**src/rtl/rdma_pkg.sv**
```systemverilog
package rdma_pkg;
  typedef enum logic [2:0] {
    PH_IDLE,
    PH_FETCH,
    PH_LOAD,
    PH_WAIT_RACK,
    PH_WAIT_WACK,
    PH_STORE
  } phase_t;
endpackage

```
**src/rtl/rdma_cursor.sv**
```systemverilog
module rdma_cursor #(
  parameter int AW = 16,
  parameter int CW = 16
) (
  input  logic          clk,
  input  logic          rst_n,
  input  logic          load,
  input  logic          word_in,
  input  logic [AW-1:0] addr_in,
  input  logic [CW-1:0] count_in,
  input  logic          advance,
  output logic [AW-1:0] addr,
  output logic [CW-1:0] count,
  output logic          last
);
  logic word_q;

  function automatic logic [CW-1:0] step_of(input logic w);
    return w ? CW'(2) : CW'(1);
  endfunction

  function automatic logic [CW-1:0] shrink(input logic [CW-1:0] c, input logic w);
    return (c <= step_of(w)) ? '0 : c - step_of(w);
  endfunction

  function automatic logic [AW-1:0] bump(input logic [AW-1:0] a, input logic w);
    return a + (w ? AW'(2) : AW'(1));
  endfunction

  always_ff @(posedge clk or negedge rst_n) begin
    if (!rst_n) begin
      addr   <= '0;
      count  <= '0;
      word_q <= 1'b0;
    end else if (load) begin
      addr   <= addr_in;
      count  <= count_in;
      word_q <= word_in;
    end else if (advance) begin
      addr  <= bump(addr, word_q);
      count <= shrink(count, word_q);
    end
  end

  assign last = (count <= step_of(word_q));

  // the last advance empties the count
  p_last_empties_r5: assert property (@(posedge clk) disable iff (!rst_n)
    (advance && last && !load) |=> (count == '0));
  // the count never grows without a load
  p_count_monotone_r5: assert property (@(posedge clk) disable iff (!rst_n)
    !load |=> (count <= $past(count)));
endmodule

```
**src/rtl/rdma_ctrl.sv**
```systemverilog
module rdma_ctrl
  import rdma_pkg::*;
(
  input  logic   clk,
  input  logic   rst_n,
  input  logic   start,
  input  logic   dir_write,
  input  logic   count_zero,
  input  logic   host_rd_ack,
  input  logic   host_wr_ack,
  input  logic   mem_done,
  input  logic   last,
  output logic   load,
  output logic   advance,
  output phase_t phase,
  output logic   done
);
  phase_t phase_nx;
  logic   done_nx;

  always_comb begin
    phase_nx = phase;
    load     = 1'b0;
    advance  = 1'b0;
    unique case (phase)
      PH_IDLE: if (start) begin
        load     = !count_zero;
        phase_nx = count_zero ? PH_IDLE : (dir_write ? PH_WAIT_WACK : PH_FETCH);
      end
      PH_FETCH:     if (mem_done) phase_nx = PH_LOAD;
      PH_LOAD: begin
        advance  = 1'b1;
        phase_nx = last ? PH_IDLE : PH_WAIT_RACK;
      end
      PH_WAIT_RACK: if (host_rd_ack) phase_nx = PH_FETCH;
      PH_WAIT_WACK: if (host_wr_ack) phase_nx = PH_STORE;
      PH_STORE: if (mem_done) begin
        advance  = 1'b1;
        phase_nx = last ? PH_IDLE : PH_WAIT_WACK;
      end
      default: phase_nx = PH_IDLE;
    endcase
  end

  assign done_nx = (phase == PH_IDLE && start && count_zero) || (advance && last);

  always_ff @(posedge clk or negedge rst_n) begin
    if (!rst_n) begin
      phase <= PH_IDLE;
      done  <= 1'b0;
    end else begin
      phase <= phase_nx;
      done  <= done_nx;
    end
  end

  // done lasts one cycle
  p_done_pulse_r6: assert property (@(posedge clk) disable iff (!rst_n)
    done |=> !done);
  // the latch strobe phase lasts one cycle
  p_strobe_single_r2: assert property (@(posedge clk) disable iff (!rst_n)
    (phase == PH_LOAD) |=> (phase != PH_LOAD));
  // done is only seen while idle
  p_done_idle_r6: assert property (@(posedge clk) disable iff (!rst_n)
    done |-> (phase == PH_IDLE));
endmodule

```
**src/rtl/rdma_latch_port.sv**
```systemverilog
module rdma_latch_port
  import rdma_pkg::*;
#(
  parameter int AW = 16,
  parameter int CW = 16,
  parameter int DW = 16
) (
  input  logic          clk,
  input  logic          rst_n,
  input  logic          start,
  input  logic          dir_write,
  input  logic          word_mode,
  input  logic [AW-1:0] start_addr,
  input  logic [CW-1:0] byte_count,
  input  logic          host_rd_ack,
  input  logic          host_wr_ack,
  input  logic          mem_done,
  input  logic [DW-1:0] mem_rdata,
  input  logic [DW-1:0] latch_din,
  output logic          port_req,
  output logic          port_wr,
  output logic          port_rd_en,
  output logic [DW-1:0] latch_dout,
  output logic          mem_req,
  output logic          mem_we,
  output logic [AW-1:0] mem_addr,
  output logic [DW-1:0] mem_wdata,
  output logic          busy,
  output logic          done
);
  phase_t        phase;
  logic          load, advance, last;
  logic [CW-1:0] count;
  logic [DW-1:0] hold_q;
  logic          fetch_end;

  rdma_ctrl u_ctrl (
    .clk(clk), .rst_n(rst_n), .start(start), .dir_write(dir_write),
    .count_zero(byte_count == '0), .host_rd_ack(host_rd_ack),
    .host_wr_ack(host_wr_ack), .mem_done(mem_done), .last(last),
    .load(load), .advance(advance), .phase(phase), .done(done)
  );

  rdma_cursor #(.AW(AW), .CW(CW)) u_cursor (
    .clk(clk), .rst_n(rst_n), .load(load), .word_in(word_mode),
    .addr_in(start_addr), .count_in(byte_count), .advance(advance),
    .addr(mem_addr), .count(count), .last(last)
  );

  assign fetch_end = (phase == PH_FETCH) && mem_done;

  always_ff @(posedge clk or negedge rst_n) begin
    if (!rst_n)         hold_q <= '0;
    else if (fetch_end) hold_q <= mem_rdata;
  end

  assign busy       = (phase != PH_IDLE);
  assign mem_req    = (phase == PH_FETCH) || (phase == PH_STORE);
  assign mem_we     = (phase == PH_STORE);
  assign port_wr    = (phase == PH_LOAD);
  assign port_rd_en = (phase == PH_STORE);
  assign port_req   = mem_req || port_wr || (phase == PH_WAIT_WACK);
  assign latch_dout = hold_q;
  assign mem_wdata  = latch_din;

  // a memory cycle only runs under a port request
  p_req_cover_r9: assert property (@(posedge clk) disable iff (!rst_n)
    mem_req |-> port_req);
  // the latch strobe never overlaps a memory cycle
  p_no_overlap_r9: assert property (@(posedge clk) disable iff (!rst_n)
    !(port_wr && mem_req));
  // the latch drives the bus only during a memory write
  p_rd_en_write_r4: assert property (@(posedge clk) disable iff (!rst_n)
    port_rd_en |-> (mem_req && mem_we));
  // no fetch while waiting for the read acknowledge
  p_wait_rack_r3: assert property (@(posedge clk) disable iff (!rst_n)
    (phase == PH_WAIT_RACK && !host_rd_ack) |=> !mem_req);
  // acknowledges alone never wake an idle port
  p_idle_quiet_r8: assert property (@(posedge clk) disable iff (!rst_n)
    (!busy && !start) |=> !busy);
  // the strobe follows a finished fetch
  p_strobe_after_fetch_r2: assert property (@(posedge clk) disable iff (!rst_n)
    fetch_end |=> port_wr);
endmodule

```
**config.mk**
```make
export PLATFORM = sky130hd
export DESIGN_NAME = rdma_latch_port
export DESIGN_NICKNAME = d
export VERILOG_FILES = /design/src/rtl/rdma_pkg.sv /design/src/rtl/rdma_cursor.sv /design/src/rtl/rdma_ctrl.sv /design/src/rtl/rdma_latch_port.sv
export SDC_FILE = /design/constraint.sdc
export NUM_CORES = 1
export LEC_CHECK = 0
export BUFFER_PORTS_ARGS = -buffer_cell sky130_fd_sc_hd__buf_2
export CORE_MARGIN = 5
export CORE_UTILIZATION = 35
export CTS_BUF_LIST = sky130_fd_sc_hd__clkbuf_4
export DETAILED_ROUTE_END_ITERATION = 8
export GPL_ROUTABILITY_DRIVEN = 0
export PLACE_DENSITY = 0.64
export SYNTH_ARGS = -nofsm -noshare
export SYNTH_HDL_FRONTEND = slang
export SYNTH_SLANG_ARGS = --single-unit
```
**constraint.sdc**
```tcl
create_clock -name clk -period 2.82 [get_ports clk]
set_input_delay 0.564 -clock clk [delete_from_list [all_inputs] [get_ports clk]]
set_output_delay 0.564 -clock clk [all_outputs]
set_load 0.005 [all_outputs]
```
Yosys cells after proc, flatten, opt, wreduce, memory -nomap -nowiden:

Index checks and enable logic that the tools add are counted.
W data, S select, Z words.

* reductions and logical operators: 14
* $add $sub $neg: 2
* div/mod/pow operators: 0
* $lt $le $gt $ge: 1
* bitwise gates (word level): 0
* mux-type cells: 20
* multiply operators: 0
* equal/unequal tests: 10
* shifts and indexed selects: 0

Operators with widths (number)
* $mux W16: 5
* $mux W3: 8
* $pmux W3 S6: 1
* $add A16 B16 Y16: 1
* $le A16 B16 Y1: 1
* $logic_not A16 Y1: 1
* $sub A16 B16 Y16: 1
* $ne A2 B2 Y1 const B: 5
* $eq A3 B2 Y1 const B: 2
* $eq A3 B3 Y1 const B: 2
* $reduce_and A5 Y1: 1
* $logic_and A1 B1 Y1: 4
* $logic_or A1 B1 Y1: 4
* $mux W2: 2
* $eq A3 B1 Y1 const B: 1
* $logic_not A3 Y1: 1
* $mux W1: 3
* $reduce_bool A3 Y1: 1
* $pmux W1 S2: 1
* $reduce_bool A2 Y1: 1
* $logic_not A1 Y1: 1

* register bits: 53
* bits of input ports: 72
* latch bits: 0
* memories: 0
* logic and storage cells: 53
* memory bits (read-only): 0
* memory bits (writable): 0
* output and inout bits: 55

Logic depth before layout (Yosys ltp):

* word-level depth: 5
* depth in mapped cells: 9
* gate-level depth less buffers: 9

By module:

From an unflattened synthesis, not the netlist that was laid out.

* cells, all modules: 323
* area, all modules: 3301.9 um2

By module, submodules not included
* rdma_cursor: cells each 230, instances 1, seq. area each 825.8 um2, area each 2152.1 um2
* rdma_latch_port: cells each 63, instances 1, seq. area each 400.4 um2, area each 858.3 um2
* rdma_ctrl: cells each 30, instances 1, seq. area each 100.1 um2, area each 291.5 um2

Worst setup path after synthesis:

Ideal clock, no wire load.

* path kind: register to register
* start: reg u_cursor.word_q
* end: reg u_cursor.count[14]
* stages on the path, launching flop included: 9
* period minus slack after synthesis: 2.359 ns
* data arrival time: 2.233 ns
* slack: 0.461 ns
* path buffers: 0
* data required time: 2.694 ns
* library setup time: 0.126 ns
* cell sequence: dfrtp_1 inv_1 ha_1 inv_1 fa_1 a2111oi_4 nand2_2 a21o_1 a221o_1

* word-level cells in the longest chain between the ends: 5
* elaborated cells between the ends (all ways): 6
* those cells by class: add/sub: 1; order compare: 1; mux: 4

RTL lines
* start, declared: RTL line rdma_cursor.sv:16 `logic word_q;`
* start signal, assigned: RTL line rdma_cursor.sv:38 `word_q <= word_in;`
* $mux W2 *: RTL line rdma_cursor.sv:19 `return w ? CW'(2) : CW'(1);`
* $sub A16 B16 Y16 / $le A16 B16 Y1 (equally long branches): RTL line rdma_cursor.sv:23 `return (c <= step_of(w)) ? '0 : c - step_of(w);`
* $mux W16 *: RTL line rdma_cursor.sv:23
* $mux W16 *: RTL line rdma_cursor.sv:39 `end else if (advance) begin`
* $mux W16 *: RTL line rdma_cursor.sv:35 `end else if (load) begin`
* end signal, assigned: RTL line rdma_cursor.sv:37 `count <= count_in;`
* end signal, assigned: RTL line rdma_cursor.sv:41 `count <= shrink(count, word_q);`
* end, declared: RTL line rdma_cursor.sv:13 `output logic [CW-1:0] count,`

Every way passes the cells marked *; elsewhere a longest branch is shown, timed or not. The select of a mux whose other input is x is not followed.
A chain may end at the register's enable or synchronous reset.

Final worst setup path:

* start: reg u_cursor.word_q
* end: reg u_cursor.count[6]

Same word-level chain as after synthesis.

==> reports/metrics.cfg <==
[global_routing]
grt_usage_pct = 15.2
first_global_vias = 2583
grt_antenna_before_repair = 0
first_pass_grt_wire_length_um = 12900
grt.overflow.total = 0
largest_net_degree_at_the_start_of_global_routing = 28

[clocking]
clk_path_buf_depth = 2
clock_latency_ns = 0.39
hold_buffers = 0
cts_resized = 0
cts-htree-levels = 2
cts_bufs_inserted = 5
postcts_setup_bufs = 0
clkSlewWorstSetupHoldPaths_ns = 0.17
cts_tree = done
clock_sinks = 53
clockRootBuffer = sky130_fd_sc_hd__clkbuf_4

[route]
drt-wirelength-per-cell_um = 15.6
detail_route.vias_per_cell = 5.35
detail_route.wirelength_um = 7940
detail-route-antenna-nets = 0
number_of_remaining_drc_errors = 0
via_count = 2717
dr.pass1.iters = 7
dr.first_iter.drc_count = 115

[synthesis]
yosys_register_bits = 53
net_count_of_the_mapped_netlist = 395
synth-seq-area-share_pct = 43.9
post_synth.cell_area_avg_um2 = 9.54
netlist_top_cells_area = sky130_fd_sc_hd__dfrtp_1 (44%), sky130_fd_sc_hd__mux2_2 (6.3%), sky130_fd_sc_hd__buf_4 (4.5%)
yosys-top-cells-count = sky130_fd_sc_hd__dfrtp_1 (53), sky130_fd_sc_hd__nand2_1 (36), sky130_fd_sc_hd__nor2_1 (23), sky130_fd_sc_hd__o21ai_0 (19), sky130_fd_sc_hd__buf_4 (18)
dominantRegCellSynth = sky130_fd_sc_hd__dfrtp_1
syn_area_mm2 = 0.00302
synth_edf_count = 0
post-synth-top-count-cell = sky130_fd_sc_hd__dfrtp_1
yosys_warnings = 0
post-synth-top-area-fraction_pct = 43.9
netlist-cell-type-count = 55
synth_top_area_cell = sky130_fd_sc_hd__dfrtp_1
synth_cells = 317
ys_async_sr_fraction_pct = 100

[floorplanning]
floorplan.io_pins = 127
die_footprint_mm2 = 0.0106
placeableCoreArea_mm2 = 0.00855
initial_utilization_pct = 35.4
floorplan.die.width_um = 103
placementRows = 34
floorplan.die.height_um = 103

[outcome]
status = finished clean

[sta]
unrepaired_setup_endpoints_after_global_routing = no
fin_crit_sh_pct = 90.9
timing.max_slew.rel_slack_pct = 56.6
measured_slew_at_the_worst_slew_check_pin_ns = 0.648
fin_hold_ws_ns = 0.170
max_freq_mhz = 390
hold_viol_final = 0
totalNegativeSetupSlack_ns = 0
drv_slew = 0
setup_violations = 0
layout_min_cycle_time_ns = 2.56
worst_clock_skew_ns = 0.0276

[power_and_ir_drop]
totalPowerFinal_w = 0.00367
vdd_drop_max_mv = 0.289
powerDensity_mw_per_mm2 = 1010
total_leakage_power_nw = 1.60

[worst_setup_path]
r2r.worst_path.cells = 9
required_ns = 3.12
r2r-start = u_cursor.word_q$_DFFE_PN0P_
worstSetupStartpointType = register
worstPathArrival_ns = 2.86
worst-setup-path-type = register to register
path_max_fanout = 9
end_kind = register
regToRegEndpoint = u_cursor.count[6]$_DFFE_PN0P_
setup.reg_to_reg.worst_slack_ns = 0.26

[placement]
port-buffer-count = 94
detailedPlacementHpwl_um = 6150

[finish]
area_delta_synth_final_pct = 19.8
number_of_inserted_diodes = 0
layout-drive-gt1-share_pct = 35.0
design.final.nets = 477

[job]
drv_cap = 0

[worst_hold_path]
min_path_type = input pin to asynchronous set/reset pin

through the flow:
step / worst slack [ns] / instance area, um^2 / util, % / std cells
4_1_cts: 0.264 / 3620 / 42.3 / 508
5_1_grt: 0.0649 / 3620 / 42.3 / 508
6_report: 0.257 / 3620 / 42.3 / 508
2_1_floorplan: 0.461 / 3020 / - / 317
3_3_place_gp: 0.456 / 3540 / 41.4 / 500
3_5_place_dp: 0.299 / 3540 / 41.4 / 500
state kept, by name, indices dropped and copies added (netlist names):
name	cells
latch_dout	16
u_ctrl.phase	3
u_ctrl.done	1
u_cursor.count	16
u_cursor.word_q	1
u_cursor.addr	16
cell families (layout without fill, tap and decap cells):
family	Yosys count	in the layout	share of synthesized area, %
AOI/OAI and AO/OA	75	75	17.2
DFF	53	53	43.9
xor gates and xnor gates	9	9	2.61
adders and majority gates	6	6	2.98
muxes	17	17	6.33
buffers and inverters	43	126	7.70
and+or+nand+nor	114	114	19.3
layout make-up:
cell class / count / area [um^2]
Clock buffer: 5 / 37.5
Clock inverter: 3 / 41.3
Inverter: 13 / 48.8
Tap cell: 108 / 135
Sequential cell: 53 / 1330
Fill cell: 881 / 4930
Timing Repair Buffer: 105 / 566
Multi-Input combinational cell: 221 / 1470
worst max-delay path: stages (launching register included):
cell	delay (ns)
sky130_fd_sc_hd__dfrtp_1	0.42
sky130_fd_sc_hd__inv_1	0.09
sky130_fd_sc_hd__ha_1	0.17
sky130_fd_sc_hd__inv_1	0.05
sky130_fd_sc_hd__fa_1	0.49
sky130_fd_sc_hd__nor3_1	0.33
sky130_fd_sc_hd__o21ai_1	0.32
sky130_fd_sc_hd__o31ai_1	0.29
sky130_fd_sc_hd__o311ai_0	0.17
sky130_fd_sc_hd__o21a_1	0.15
placed cells by master (no fill, tap or decap), types with 3 or more instances in the layout:
master,n
sky130_fd_sc_hd__buf_2,94
sky130_fd_sc_hd__dfrtp_1,53
sky130_fd_sc_hd__nand2_1,36
sky130_fd_sc_hd__nor2_1,23
sky130_fd_sc_hd__o21ai_0,19
sky130_fd_sc_hd__mux2_2,17
sky130_fd_sc_hd__a21oi_1,14
sky130_fd_sc_hd__inv_1,13
sky130_fd_sc_hd__nor3_1,10
sky130_fd_sc_hd__buf_4,10
sky130_fd_sc_hd__nand3_1,8
sky130_fd_sc_hd__a31oi_1,8
sky130_fd_sc_hd__nor4_1,6
sky130_fd_sc_hd__xnor2_1,6
sky130_fd_sc_hd__o311ai_0,5
sky130_fd_sc_hd__clkbuf_4,5
sky130_fd_sc_hd__nand4_1,4
sky130_fd_sc_hd__or3_1,4
sky130_fd_sc_hd__ha_1,4
sky130_fd_sc_hd__nor2b_1,3
sky130_fd_sc_hd__or2_2,3
sky130_fd_sc_hd__o21a_1,3
sky130_fd_sc_hd__o211ai_1,3
sky130_fd_sc_hd__xor2_1,3
sky130_fd_sc_hd__a221o_1,3
where the power goes:
group	switching [W]	internal, W	total, W
Combinational	0.000913	0.000852	0.00177
Clock	0.000254	0.000184	0.000438
Sequential	0.000342	0.00112	0.00146
Total	0.00151	0.00216	0.00367
worst max-delay path by stage:
| stage | start | endpoint | slack [ns] |
|---|---|---|---|
| after floorplan | u_cursor.word_q$_DFFE_PN0P_ | u_cursor.count[14]$_DFFE_PN0P_ | 0.46 |
| after global placement | byte_count[0] | u_cursor.count[5]$_DFFE_PN0P_ | 0.46 |
| after detailed placement | u_cursor.word_q$_DFFE_PN0P_ | u_cursor.count[6]$_DFFE_PN0P_ | 0.30 |
| after CTS | u_cursor.word_q$_DFFE_PN0P_ | u_cursor.count[6]$_DFFE_PN0P_ | 0.26 |
| after global routing | u_cursor.word_q$_DFFE_PN0P_ | u_cursor.count[6]$_DFFE_PN0P_ | 0.06 |
| final | u_cursor.word_q$_DFFE_PN0P_ | u_cursor.count[6]$_DFFE_PN0P_ | 0.26 |
per-layer routing:
layer / wire length, um / part of all wire, % / GRT usage (%) / vias up
li1: - / - / - / 1290
met1: 3380 / 43 / 20.0 / 1334
met2: 3940 / 50 / 25.2 / 78
met3: 502 / 6.3 / 3.18 / 15
met4: 124 / 1.6 / 4.78 / 0
met5: 0 / 0 / 0 / -
Note: power is estimated with default switching activity, not from simulation.
